===== src/rtl/bus_seq_guard.sv =====
module bus_seq_guard #(
  parameter int ADDR_W = 24,
  parameter int CNT_W = 4,
  parameter logic [ADDR_W-1:0] ROM_BASE = ADDR_W'(32'h200000),
  parameter logic [7:0] EXEC_INIT = 8'h18
) (
  input  logic              clk,
  input  logic              rst_n,
  input  logic              bus_valid,
  input  logic [ADDR_W-1:0] bus_addr,
  input  logic              bus_write,
  input  logic              bus_word,
  input  logic              gen2,
  output logic              protect,
  output logic              sub_en,
  output logic [15:0]       sub_data,
  output logic              write_block,
  output logic [2:0]        arch_limit,
  output logic              halt,
  output logic [7:0]        exec_limit
);

  localparam logic [CNT_W-1:0] CMAX = '1;
  localparam logic [CNT_W-1:0] A_TH = CNT_W'(3);
  localparam logic [CNT_W-1:0] B_TH = CNT_W'(7);
  localparam logic [CNT_W-1:0] C_TH = CNT_W'(4);

  function automatic logic inr(input logic [ADDR_W-1:0] v, input logic [31:0] lo, input logic [31:0] hi);
    return (v >= ADDR_W'(lo)) && (v <= ADDR_W'(hi));
  endfunction

  function automatic logic [CNT_W-1:0] sat_add(input logic [CNT_W-1:0] v, input logic [1:0] d);
    logic [CNT_W:0] s;
    s = {1'b0, v} + (CNT_W+1)'(d);
    return s[CNT_W] ? CMAX : s[CNT_W-1:0];
  endfunction

  logic [CNT_W-1:0] cnt_a, cnt_b, cnt_c;
  logic [ADDR_W-1:0] off;
  logic in_rom, in_arch, in_disp, in_guard, in_boot, in_auth, in_sec, counts;
  logic [CNT_W-1:0] b_pre, c_pre;
  logic hit;
  logic [1:0] arch_idx;

  assign off      = bus_addr - ROM_BASE;
  assign in_rom   = bus_addr >= ROM_BASE;
  assign in_arch  = inr(bus_addr, 32'h040000, 32'h0FFFFF);
  assign in_disp  = inr(bus_addr, 32'h180000, 32'h1BFFFF);
  assign in_guard = inr(bus_addr, 32'h1C0000, 32'h1FFFFF);
  assign in_boot  = in_rom && inr(off, 32'h000000, 32'h00FFFF);
  assign in_auth  = in_boot || (in_rom && (inr(off, 32'h012000, 32'h017FFF) || inr(off, 32'h01A000, 32'h01FFFF)));
  assign in_sec   = in_rom && (inr(off, 32'h010000, 32'h011FFF) || inr(off, 32'h018000, 32'h019FFF));
  assign counts   = bus_word || !bus_addr[0];
  assign arch_idx = bus_addr[19:18] - 2'd1;

  assign b_pre = sat_add(cnt_b, bus_word ? 2'd2 : 2'd1);
  assign c_pre = sat_add(cnt_c, {1'b0, counts});
  assign hit   = (cnt_a >= A_TH) || (b_pre >= B_TH);

  assign sub_en      = bus_valid && !bus_write && in_sec && protect;
  assign sub_data    = 16'h1414;
  assign write_block = bus_valid && bus_write && in_boot;

  always_ff @(posedge clk) begin
    if (!rst_n) begin
      protect    <= 1'b0;
      halt       <= 1'b0;
      arch_limit <= '0;
      cnt_a      <= '0;
      cnt_b      <= '0;
      cnt_c      <= '0;
      exec_limit <= gen2 ? EXEC_INIT : 8'h00;
    end else if (bus_valid) begin
      if (in_arch) begin
        if (!gen2 && !protect) arch_limit[arch_idx] <= bus_write;
      end else if (in_disp || in_sec) begin
      end else if (in_guard) begin
        if (hit) begin
          protect <= !bus_write;
          cnt_a   <= '0;
          cnt_b   <= '0;
        end else begin
          cnt_b <= b_pre;
          if (!gen2) begin
            if (c_pre >= C_TH) begin
              halt  <= 1'b1;
              cnt_a <= '0;
              cnt_b <= '0;
              cnt_c <= '0;
            end else begin
              cnt_c <= c_pre;
            end
          end
        end
      end else if (in_auth) begin
        if (counts) begin
          if (gen2) cnt_b <= sat_add(cnt_b, 2'd1);
          else      cnt_a <= sat_add(cnt_a, 2'd1);
        end
      end else begin
        cnt_a <= '0;
        cnt_b <= '0;
        cnt_c <= '0;
      end
    end
  end

  assert_halt_sticky_R4: assert property (@(posedge clk) disable iff (!rst_n)
    halt |=> halt);
  assert_protect_moves_on_guard_R3: assert property (@(posedge clk) disable iff (!rst_n)
    !$stable(protect) |-> $past(bus_valid && in_guard));
  assert_arch_locked_R7: assert property (@(posedge clk) disable iff (!rst_n)
    !$stable(arch_limit) |-> $past(bus_valid && !gen2 && !protect && in_arch));
  assert_block_write_only_R8: assert property (@(posedge clk) disable iff (!rst_n)
    write_block |-> (bus_write && !sub_en));
  assert_sub_needs_protect_R6: assert property (@(posedge clk) disable iff (!rst_n)
    sub_en |-> (protect && !bus_write));
  assert_no_halt_gen2_R4: assert property (@(posedge clk) disable iff (!rst_n)
    (gen2 && !halt) |=> (!halt || !$past(gen2)));

endmodule


===== config.mk =====
export PLATFORM = sky130hd
export DESIGN_NAME = bus_seq_guard
export DESIGN_NICKNAME = d
export VERILOG_FILES = /design/src/rtl/bus_seq_guard.sv
export SDC_FILE = /design/constraint.sdc
export NUM_CORES = 1
export LEC_CHECK = 0
export BUFFER_PORTS_ARGS = -buffer_cell sky130_fd_sc_hd__buf_4
export CORE_ASPECT_RATIO = 1.4
export CORE_MARGIN = 8
export CORE_UTILIZATION = 23
export CTS_CLUSTER_DIAMETER = 40
export DETAILED_ROUTE_END_ITERATION = 8
export PLACE_DENSITY = 0.56
export RECOVER_POWER = 50
export SYNTH_ARGS = -nofsm -noshare
export SYNTH_HDL_FRONTEND = slang
export SYNTH_SLANG_ARGS = --single-unit

===== constraint.sdc =====
create_clock -name clk -period 2.6 [get_ports clk]
set_input_delay 0.52 -clock clk [delete_from_list [all_inputs] [get_ports clk]]
set_output_delay 0.52 -clock clk [all_outputs]
set_load 0.05 [all_outputs]

==> flow_summary.html <==
<table>
<tr><th>Metric</th><th>Value</th></tr>
<tr><th colspan="2">Yosys</th></tr>
<tr><td>Number of synthesized flops with an enable pin</td><td>1</td></tr>
<tr><td>Fraction of registers with async set or reset after synthesis</td><td>0%</td></tr>
<tr><td>Library cell with the highest instance count after synthesis</td><td>sky130_fd_sc_hd__buf_4</td></tr>
<tr><td>Avg Synthesized Cell Area</td><td>8.03 um^2</td></tr>
<tr><td>Post-synthesis instance area</td><td>1440 um^2</td></tr>
<tr><td>Part of the Yosys area used for sequential elements</td><td>25.8%</td></tr>
<tr><td>Main flop type after synthesis</td><td>sky130_fd_sc_hd__dfxtp_1</td></tr>
<tr><td>YS warnings</td><td>0</td></tr>
<tr><td>Yosys top cell area share</td><td>23.7%</td></tr>
<tr><td>Top cells by area, synth</td><td>sky130_fd_sc_hd__dfxtp_1 (24%), sky130_fd_sc_hd__buf_4 (12%), sky130_fd_sc_hd__ha_1 (6.1%), sky130_fd_sc_hd__nand2_1 (3.9%), sky130_fd_sc_hd__nor2_1 (3.9%)</td></tr>
<tr><td>Post-synth top area cell</td><td>sky130_fd_sc_hd__dfxtp_1</td></tr>
<tr><td>Top cell types by occurrence after synthesis</td><td>sky130_fd_sc_hd__buf_4 (23), sky130_fd_sc_hd__dfxtp_1 (17), sky130_fd_sc_hd__nand2_1 (15), sky130_fd_sc_hd__nor2_1 (15), sky130_fd_sc_hd__inv_1 (12)</td></tr>
<tr><td>FF+latch count, synth</td><td>18</td></tr>
<tr><td>Number of instances in the synthesized netlist</td><td>179</td></tr>
<tr><td>Distinct cell type count of the synthesized netlist</td><td>52</td></tr>
<tr><th colspan="2">Placement</th></tr>
<tr><td>Buffers added on ports</td><td>25</td></tr>
<tr><td>Final weighted congestion in routability-driven placement</td><td>0.729</td></tr>
<tr><td>HPWL after DPL</td><td>roughly 2.8 mm</td></tr>
<tr><td>Worst setup timing slack at the placement stage</td><td>-179 ps</td></tr>
<tr><th colspan="2">Setup path</th></tr>
<tr><td>Crit path arrival time</td><td>2630 ps</td></tr>
<tr><td>Worst reg2reg setup slack</td><td>~170 ps</td></tr>
<tr><td>Peak fanout along the critical path</td><td>6</td></tr>
<tr><td>Worst setup EP type</td><td>flop</td></tr>
<tr><td>Type of element launching the critical path</td><td>input pin</td></tr>
<tr><td>Critical path class</td><td>input pin to flop</td></tr>
<tr><td>Critical path required time</td><td>approximately 2700 ps</td></tr>
<tr><th colspan="2">Die</th></tr>
<tr><td>Floorplan die area</td><td>roughly 9100 um^2</td></tr>
<tr><td>Die Wd</td><td>82.8 um</td></tr>
<tr><td>Placeable core region</td><td>between 6000 and 7000 um^2</td></tr>
<tr><td>Vertical die dimension</td><td>between 100 and 150 um</td></tr>
<tr><td>Number of I/O pins</td><td>roughly 60</td></tr>
<tr><td>Effective utilization at floorplan</td><td>23.5%</td></tr>
<tr><td>Rows</td><td>34</td></tr>
<tr><th colspan="2">Timing</th></tr>
<tr><td>Ratio of final minimum period to clock period</td><td>approximately 96%</td></tr>
<tr><td>Worst Tran Pin Value</td><td>633 ps</td></tr>
<tr><td># setup viols final</td><td>0</td></tr>
<tr><td>Fmax</td><td>0.402 GHz</td></tr>
<tr><td>Worst hold slack across all endpoints</td><td>481 ps</td></tr>
<tr><td>Final Hold Fails</td><td>0</td></tr>
<tr><td>Worst clock skew on the final layout</td><td>~2.1 ps</td></tr>
<tr><td>Max-Slew Margin vs Limit</td><td>58.0%</td></tr>
<tr><td>Final period demand of the worst path</td><td>2490 ps</td></tr>
<tr><td>Worst setup slack after layout</td><td>111 ps</td></tr>
<tr><td>Number of max-slew violations in the final report</td><td>0</td></tr>
<tr><th colspan="2">Clock tree</th></tr>
<tr><td>CTS tree</td><td>built</td></tr>
<tr><td>Number of buffers on the longest clock path</td><td>2</td></tr>
<tr><td>CTS root buffer</td><td>sky130_fd_sc_hd__clkbuf_8</td></tr>
<tr><td>Clock insertion delay at the later pin of the skew report</td><td>260 ps</td></tr>
<tr><td>Total number of H-tree levels</td><td>1</td></tr>
<tr><td>Num CTS Buffers</td><td>3</td></tr>
<tr><td>Count of clock tree sinks</td><td>18</td></tr>
<tr><td>Clock transition time at the flip-flop clock pins of the worst setup and hold paths</td><td>70 ps</td></tr>
<tr><th colspan="2">Global route</th></tr>
<tr><td>Wire length of the first global-routing pass</td><td>5.80 mm</td></tr>
<tr><td>GRT overflow</td><td>0</td></tr>
<tr><td>Maximum number of pins on one net before global-route repair</td><td>11</td></tr>
<tr><td>Met1 track demand over resource in global routing</td><td>8.35%</td></tr>
<tr><td>Initial antenna violation count</td><td>0</td></tr>
<tr><td>Met3 usage in global routing</td><td>2.67%</td></tr>
<tr><td>GR Util met2</td><td>between 10% and 20%</td></tr>
<tr><td>Layer with the highest usage</td><td>met2</td></tr>
<tr><td>Via count of the first global-routing pass</td><td>1326</td></tr>
<tr><td>Total global routing track utilization</td><td>between 7 and 8%</td></tr>
<tr><th colspan="2">Cells and area</th></tr>
<tr><td>Area overhead of the layout relative to synthesis</td><td>22.4%</td></tr>
<tr><td>Multi-input gate area in the final layout</td><td>between 900 and 1000 um^2</td></tr>
<tr><td>Final #Nets</td><td>256</td></tr>
<tr><td>Fraction of final layout cells with drive strength greater than 1</td><td>24.9%</td></tr>
<tr><td>ANT cells</td><td>0</td></tr>
<tr><td>Register Area</td><td>372 um^2</td></tr>
<tr><td>Number of inserted filler cells in the final layout</td><td>about 700</td></tr>
<tr><td>Utilization of the core after routing</td><td>around 29%</td></tr>
<tr><th colspan="2">Run status</th></tr>
<tr><td>Result of the run</td><td>complete, no violations</td></tr>
<tr><th colspan="2">Routing</th></tr>
<tr><td>DRC violation count after routing</td><td>0</td></tr>
<tr><td>1st-pass router iterations</td><td>4</td></tr>
<tr><td>Post-detailed-route wirelength per cell</td><td>12.1 um</td></tr>
<tr><td>Detailed Route Iter0 Violations</td><td>22</td></tr>
<tr><td>Antenna-violating nets left</td><td>0</td></tr>
<tr><td>Post-DR vias/cell</td><td>4.55</td></tr>
<tr><td>Vias</td><td>1314</td></tr>
<tr><td>Post-detailed-routing wire length</td><td>3.50 mm</td></tr>
<tr><th colspan="2">Power</th></tr>
<tr><td>Worst vdd ir</td><td>roughly 0.21 mV</td></tr>
<tr><td>Reported leakage power</td><td>0.741 nW</td></tr>
<tr><td>Power per Cell Area</td><td>about 400 nW/um^2</td></tr>
<tr><td>Overall Power</td><td>708 uW</td></tr>
<tr><th colspan="2">Worst hold path</th></tr>
<tr><td>Worst hold path type</td><td>flop to flop</td></tr>
<tr><th colspan="2">Run</th></tr>
<tr><td>Max-cap check violation count</td><td>0</td></tr>
</table>
[layout by cell type, fill, tap and decap left out, types with 2 or more instances in the layout]
cell | Yosys | routed
sky130_fd_sc_hd__dfxtp_1 | 17 | 16
sky130_fd_sc_hd__mux2i_1 | 3 | 3
sky130_fd_sc_hd__nand2_1 | 15 | 15
sky130_fd_sc_hd__clkbuf_1 | 1 | 9
sky130_fd_sc_hd__nor2_1 | 15 | 15
sky130_fd_sc_hd__nor2b_1 | 2 | 2
sky130_fd_sc_hd__o21ai_0 | 8 | 7
sky130_fd_sc_hd__nand3_1 | 8 | 8
sky130_fd_sc_hd__buf_4 | 23 | 30
sky130_fd_sc_hd__nand3b_1 | 3 | 3
sky130_fd_sc_hd__a211o_1 | 2 | 2
sky130_fd_sc_hd__ha_1 | 7 | 6
sky130_fd_sc_hd__a31oi_1 | 4 | 4
sky130_fd_sc_hd__o22ai_1 | 2 | 2
sky130_fd_sc_hd__a21oi_2 | 2 | 3
sky130_fd_sc_hd__nor3_1 | 7 | 6
sky130_fd_sc_hd__a21oi_1 | 10 | 9
sky130_fd_sc_hd__nand2b_1 | 2 | 2
sky130_fd_sc_hd__inv_1 | 12 | 10
sky130_fd_sc_hd__clkbuf_8 | 0 | 4
sky130_fd_sc_hd__a211oi_1 | 2 | 2
sky130_fd_sc_hd__conb_1 | 2 | 22
[cell families after synthesis]
| logic type | synth area share (%) |
|---|---|
| compound gates | 21.1 |
| xor+xnor | 0.609 |
| fa+ha+maj | 7.48 |
| flops | 25.8 |
| other cells | 0.522 |
| mux | 2.09 |
| simple gates | 25.2 |
| buf+inv | 17.2 |
[per-layer routing]
| metal | up-vias | routed length [um] |
|---|---|---|
| met5 | - | 0 |
| met4 | 0 | 56 |
| met3 | 6 | 297 |
| met2 | 55 | 1630 |
| met1 | 584 | 1520 |
| li1 | 669 | - |
[stage by stage]
step                setup TNS [ps]  area, um^2  std cells
CTS                              0        1760        287
global route                 -1.15        1760        289
global placement             -1600        1700        283
detailed placement           -1560        1700        283
finish                           0        1760        289
floorplan                     -256        1520        199
[what timing repair did]
item	4_1_cts	5_1_grt
setup buffers	0	2
endpoints found under the setup margin	0	11
gates resized for setup	0	9
hold buffers	0	0
[flip-flops by register name, summed over array words and instances, names as in the netlist]
| register | flops |
|---|---|
| arch_limit | 3 |
| cnt_a | 4 |
| cnt_b | 4 |
| cnt_c | 4 |
| exec_limit | 1 |
| halt | 1 |
| protect | 1 |
[worst max-delay path, stage by stage]
cell	delay [ps]
sky130_fd_sc_hd__buf_6	100
sky130_fd_sc_hd__inv_4	50
sky130_fd_sc_hd__ha_4	130
sky130_fd_sc_hd__inv_2	40
sky130_fd_sc_hd__fa_1	570
sky130_fd_sc_hd__and3b_1	190
sky130_fd_sc_hd__o21ai_1	140
sky130_fd_sc_hd__nand4_2	180
sky130_fd_sc_hd__o31ai_4	370
sky130_fd_sc_hd__buf_4	180
sky130_fd_sc_hd__a211o_1	110
sky130_fd_sc_hd__a21oi_2	50
[final timing paths]
path,from,endpoint,cells after the start
setup / recovery,bus_word,cnt_a[1],12
hold / removal,cnt_c[0],cnt_c[0],2
setup reg to reg,cnt_b[0],cnt_a[1],10
hold reg to reg,cnt_c[0],cnt_c[0],2
[final cells by class]
class                      count  area share, %
clock buffer                   4           3.13
timing repair buffer          40           15.4
tap                           72           5.12
sequential                    18           21.1
inverter                      13           2.92
multi-input combinational    142           52.3
[power breakdown]
part	internal (mW)	switching, mW	total (mW)
combinational	0.0538	0.134	0.188
clock	0.135	0.0972	0.232
sequential	0.283	0.00531	0.288
(Power assumes the default switching activity.)
